<file path="src/rtl/hart_mailbox.sv">
module hart_mailbox #(
  parameter int HARTS = 4,
  parameter int DEPTH = 4,
  parameter int DW    = 16
) (
  input  logic                          clk,
  input  logic                          rst_n,
  input  logic [HARTS-1:0]              snd_req,
  input  logic [HARTS*$clog2(HARTS)-1:0] snd_tgt,
  input  logic [HARTS*DW-1:0]           snd_data,
  output logic [HARTS-1:0]              snd_ok,
  output logic [HARTS-1:0]              snd_full,
  output logic [HARTS-1:0]              snd_busy,
  input  logic [HARTS-1:0]              ld_req,
  output logic [HARTS-1:0]              ld_ok,
  output logic [HARTS-1:0]              ld_empty,
  output logic [HARTS*DW-1:0]           ld_data,
  output logic [HARTS*$clog2(HARTS)-1:0] ld_src,
  input  logic [HARTS-1:0]              flush,
  output logic [HARTS-1:0]              irq
);
  localparam int IW = $clog2(HARTS);
  localparam int AW = $clog2(DEPTH);
  localparam int CW = AW + 1;
  localparam int EW = IW + DW;

  logic [HARTS-1:0] win_vld, room, push;
  logic [IW-1:0]    win_src [HARTS];

  always_comb begin
    for (int t = 0; t < HARTS; t++) begin
      win_vld[t] = 1'b0;
      win_src[t] = '0;
      for (int s = HARTS - 1; s >= 0; s--) begin
        if (snd_req[s] && snd_tgt[s*IW +: IW] == IW'(t)) begin
          win_vld[t] = 1'b1;
          win_src[t] = IW'(s);
        end
      end
    end
  end

  always_comb begin
    for (int s = 0; s < HARTS; s++) begin
      snd_ok[s]   = 1'b0;
      snd_full[s] = snd_req[s];
      snd_busy[s] = 1'b0;
      for (int t = 0; t < HARTS; t++) begin
        if (snd_req[s] && snd_tgt[s*IW +: IW] == IW'(t)) begin
          snd_full[s] = (win_src[t] == IW'(s)) && !room[t];
          snd_ok[s]   = (win_src[t] == IW'(s)) &&  room[t];
          snd_busy[s] = (win_src[t] != IW'(s));
        end
      end
    end
  end

  for (genvar h = 0; h < HARTS; h++) begin : g_q
    logic [EW-1:0] mem [DEPTH];
    logic [AW-1:0] rp, wp;
    logic [CW-1:0] cnt;
    logic          empty, pop;
    logic [EW-1:0] head, wdat;

    assign empty   = (cnt == '0);
    assign pop     = ld_req[h] && !empty;
    assign room[h] = (cnt != CW'(DEPTH)) || pop || flush[h];
    assign push[h] = win_vld[h] && room[h];
    assign head    = mem[rp];
    assign wdat    = {win_src[h], snd_data[win_src[h]*DW +: DW]};

    assign ld_ok[h]               = pop;
    assign ld_empty[h]            = ld_req[h] && empty;
    assign ld_data[h*DW +: DW]    = pop ? head[DW-1:0] : '0;
    assign ld_src[h*IW +: IW]     = pop ? head[EW-1:DW] : '0;
    assign irq[h]                 = !empty;

    always_ff @(posedge clk) begin
      if (push[h]) mem[wp] <= wdat;
    end

    always_ff @(posedge clk or negedge rst_n) begin
      if (!rst_n) begin
        rp  <= '0;
        wp  <= '0;
        cnt <= '0;
      end else begin
        wp <= wp + AW'(push[h]);
        if (flush[h]) begin
          rp  <= wp;
          cnt <= CW'(push[h]);
        end else begin
          rp  <= rp + AW'(pop);
          cnt <= cnt + CW'(push[h]) - CW'(pop);
        end
      end
    end
  end
endmodule

</file>
<file path="config.mk">
export PLATFORM = sky130hd
export DESIGN_NAME = hart_mailbox
export DESIGN_NICKNAME = d
export VERILOG_FILES = /design/src/rtl/hart_mailbox.sv
export SDC_FILE = /design/constraint.sdc
export NUM_CORES = 1
export LEC_CHECK = 0
export BUFFER_PORTS_ARGS = -buffer_cell sky130_fd_sc_hd__buf_2
export CORE_UTILIZATION = 35
export CTS_CLUSTER_DIAMETER = 50
export CTS_CLUSTER_SIZE = 8
export DETAILED_ROUTE_END_ITERATION = 10
export GPL_ROUTABILITY_DRIVEN = 0
export SLEW_MARGIN = 30
export SYNTH_ARGS = -nofsm -noshare
export SYNTH_HDL_FRONTEND = slang
export SYNTH_SLANG_ARGS = --single-unit
</file>
<file path="constraint.sdc">
create_clock -name clk -period 5.4 [get_ports clk]
set_clock_uncertainty 0.2 [all_clocks]
set_input_delay 0.27 -clock clk [delete_from_list [all_inputs] [get_ports clk]]
set_output_delay 0.27 -clock clk [all_outputs]
set_load 0.02 [all_outputs]
</file>
# Word-level counts from Yosys, hierarchy flattened
# Memories as Yosys holds them, arrays and structs flattened.
# Cells that the tools add are included.
# word_totals
register_bits	28
ramBits	288
input_bits	86
out_inout_bits	96
word_cells	272
n_memories	4
# op_classes
add_sub_neg	16
n_eq_ne	40
n_shift	4
mux	104
reduce_logical	92
# mem_list
name	depth	width	read_ports	rd_ports_with_merged_regs	wr	line_no	rtl
g_q[0].mem	4	18	1	0	1	59	logic [EW-1:0] mem [DEPTH];
g_q[1].mem	4	18	1	0	1	59	
g_q[2].mem	4	18	1	0	1	59	
g_q[3].mem	4	18	1	0	1	59	
# op_table
operator	count
64-bit by 7-bit indexed part select with 16-bit output	4
1-bit two-way mux	72
16-bit two-way mux	4
1-bit logical AND	60
2-bit two-way mux	24
2-bit == test (second input constant)	16
2-bit by 1-bit adder with 2-bit output	8
2-bit by 1-bit == test with 1-bit output (second input constant)	8
2-bit logical NOT	8
2-bit inequality test (second input constant)	8
3-bit by 1-bit adder with 3-bit output	4
3-bit logical NOT	4
3-bit two-way mux	4
3-bit inequality test (second input constant)	4
3-bit by 1-bit subtractor with 3-bit output	4
1-bit logical NOT	8
1-bit logical OR	8
2-bit by 1-bit inequality test with 1-bit output (second input constant)	4
2-bit nonzero test	4

# Logic depth before layout (Yosys ltp)
# depth
depth_word	12
mapped_depth	12
mapped_depth_nobuf	11

# Worst setup path before layout
# Ideal clock, no wire load.
# synth_path
kind	input to register
start	input snd_tgt[2]
end	memory g_q[2].mem[1][0] (netlist bit), enable pin
setup_time_ps	420
t_arrival_ps	2531
required_ps	4780
setup_slack_ps	2249
path_stages	6
path_buffers	2
cell_sequence	buf_6 > and3b_1 > buf_2 > nor4_2 > or2_1 > nor3b_1
# synth_via
elab_chain_cells	7
# synth_lines
item	line_no	rtl
from (decl)	9	input logic [HARTS*$clog2(HARTS)-1:0] snd_tgt,
2-bit == test	35	if (snd_req[s] && snd_tgt[s*IW +: IW] == IW'(t)) begin
1-bit logical AND	35	
1-bit two-way mux (2 in series)	35	
1-bit logical AND	68	assign push[h] = win_vld[h] && room[h];
1-bit two-way mux	79	if (push[h]) mem[wp] <= wdat;
1-bit two-way mux (implied by the code)	79	
to (decl)	59	
# No other way between the ends.

# Worst setup path in the final report
# layout_path
start	input flush[0]
end	output snd_full[0]
# layout_via
elab_chain_cells	7
# layout_lines
item	line_no	rtl
from (decl)	19	input logic [HARTS-1:0] flush,
1-bit logical OR	67	assign room[h] = (cnt != CW'(DEPTH)) || pop || flush[h];
1-bit logical NOT	50	snd_full[s] = (win_src[t] == IW'(s)) && !room[t];
1-bit logical AND	50	
1-bit two-way mux (4 in series)	49	if (snd_req[s] && snd_tgt[s*IW +: IW] == IW'(t)) begin
to (decl)	12	output logic [HARTS-1:0] snd_full,
# No other way between the ends.

==> metrics.txt <==
yosys warns 0; Mean Syn Cell Area approximately 15 µm²; initial core utilization 0.358; Fin Setup TNS 0 ns; sequential share of the synthesized area 0.618; RR Startpoint g_q[1].cnt[2]$_DFF_PN0_; most frequent cell after synthesis edfxtp_1; Mapped Nets 1135; cell area after layout 18200 µm²; Seq pwr share 0.391; Synth area leaders edfxtp_1, mux4_2, dfrtp_1; Die Y-Extent 210 µm; final setup fails 0; CP Launch Type input pin; crit path DAT 2.51 ns; dpl ws 2.05 ns; # clock sinks between 300 and 400; sw power 2.86 mW; Die Area 44100 µm²; Slew HR 0.301; number of vias per cell roughly 5.6; RSZ-0062 raised after global routing false; WL/cell between 20 and 25 µm; clk_lat worst skew 0.53 ns; crit path to snd_full[0]; Critical Path End Type primary output; Post-synth EDFFs 288; Req. time, crit path 4.93 ns; H-tree levels 2; Hold Violations, Final 0; Commonest cells post-synth edfxtp_1, nand2_1, and3_1; Vias 10.3k; CTS tree built; PD cells 501 nW/µm²; largest net degree at the start of global routing 29; Post-DP Area 16600 µm²; Max FO, Critical Path 9; cells after synthesis 1029; Total GRT Usage 0.200; vias in the first global route 9866; Worst-path clk slew 0.05 ns; worst hold path class input pin to flip-flop; Final nets 1310; crit path time final between 2 and 3 ns; Final Max Tran Viols 0; Clk network pwr share 0.304; DRC violations left 0; Syn Std Cell Area 15100 µm²; Total Power 9.11 mW; port bufs 180; Placeable Area approximately 42000 µm²; global-route wire length before repair 64500 µm; crit share post-route 0.552; Async SR Flop Fraction 0.0886; worst r2r path cells 11; Yosys reg bits approximately 320; share of cells above drive strength 1 0.309; Internal Power between 6 and 7 mW; initial antenna violation count 9; MaxCap Viol Count 0; Leak Pwr 6.80 nW; Die X 210 µm; clk buf depth 3; Worst Setup SP flush[0]; area leader, netlist edfxtp_1; sw frac 0.314; Distinct cells, synth 59; WS Path Type input pin to primary output; reg2reg end g_q[1].cnt[2]$_DFF_PN0_; Pre-Repair DR Iteration Count 6; Total Routed Length roughly 44000 µm; detailed-placement wirelength estimate 32000 µm; reg2reg setup slack around 2.5 ns; final setup margin 2.42 ns; status complete, no violations; TritonCTS Buffers 47; GR Overflow Total 0; # resized after CTS 0; Max Clk Rate 336 MHz; Yosys top cell area share 0.571; maximum vdd drop 0.227 mV; Tightest Pin Transition around 1.0 ns; Synth Flop Type edfxtp_1; # rows 75; 1st-iter DRT viols approximately 1.3k; Detail Route Antenna Nets 0; clock root cell clkbuf_16; area grow syn2layout 20.2%; Comb power frac 0.304; IO Pins around 180
==> state kept, by name, indices dropped and copies added (netlist names) <==
signal / count
g_q.wp: 8
g_q.mem: 288
g_q.cnt: 12
g_q.rp: 8
==> placed cells by master (no fill, tap or decap), drive strengths merged, types with 26 or more instances in the layout <==
cell | netlist | layout
inv | 26 | 26
buf | 52 | 203
a21oi | 52 | 52
o21ai | 41 | 41
mux4 | 73 | 73
a221o | 49 | 49
dfrtp | 28 | 28
nand2 | 84 | 84
nor2 | 31 | 31
nand3 | 45 | 45
and3 | 80 | 80
edfxtp | 288 | 288
clkbuf | 30 | 83
==> cells by family after synthesis <==
family | synth area share
DFF | 0.618
and+or+nand+nor | 0.116
AOI/OAI and AO/OA | 0.0851
buffers and inverters | 0.0381
muxes | 0.115
adders and majority gates | 0.0185
xor gates and xnor gates | 0.0104
other | 0.000248
==> critical path, stage by stage <==
cell,delay (ns)
dlygate4sd3_1,0.56
buf_2,0.17
nor2_1,0.11
nand3_1,0.46
mux2_2,0.47
a211oi_1,0.25
buf_2,0.21
==> per-stage QoR <==
| step | hold WS [ns] | cells | util |
|---|---|---|---|
| after floorplan | -0.226 | 1029 | - |
| after global placement | 0.188 | 1713 | 0.389 |
| after detailed placement | 0.190 | 1722 | 0.393 |
| after CTS | 0.00758 | 1814 | 0.428 |
| after global routing | 0.0265 | 1819 | 0.429 |
| final | 0.0406 | 1826 | 0.430 |
==> power by group through the flow <==
stage	combinational, mW	sequential (mW)	clock, mW
after floorplan	2.01	3.41	0
after global placement	2.73	3.60	0
after detailed placement	2.81	3.62	0
after CTS	2.82	3.58	2.82
after global routing	3.00	3.62	2.93
final	2.77	3.57	2.77
==> layout make-up <==
type                    instances  area, µm²
well taps                     577        722
inverters                      26       97.6
multi-input cells             605       5360
clock inverters                 4       72.6
clock buffers                  83       1370
flip-flops and latches        316       9350
repair buffers                208       1200
fillers                      3783      24100
diodes                          7       17.5
==> worst min path at each step <==
stage / startpoint / endpoint / cells after the start
after floorplan: rst_n / g_q[0].cnt[0]$_DFF_PN0_ / 0
after global placement: rst_n / g_q[2].cnt[2]$_DFF_PN0_ / 1
after detailed placement: rst_n / g_q[2].cnt[2]$_DFF_PN0_ / 1
after CTS: snd_data[34] / g_q[1].mem[2][2]$_DFFE_PP_ / 2
after global routing: snd_data[34] / g_q[1].mem[3][2]$_DFFE_PP_ / 2
final: snd_data[9] / g_q[0].mem[3][9]$_DFFE_PP_ / 2
==> routing by layer <==
layer  vias up  share of wire  track usage
met5         -              0            0
met4         0          0.025       0.0551
met3        87           0.11       0.0422
met2       596           0.46        0.310
met1      5121           0.41        0.285
li1       4479              -            -
==> repair_timing <==
action | 4_1_cts | 5_1_grt
hold buffers | 5 | 0
hold endpoints to repair | 48 | 0
buffers inserted | 0 | 0
No activity file was read; power rests on OpenSTA's default activity.
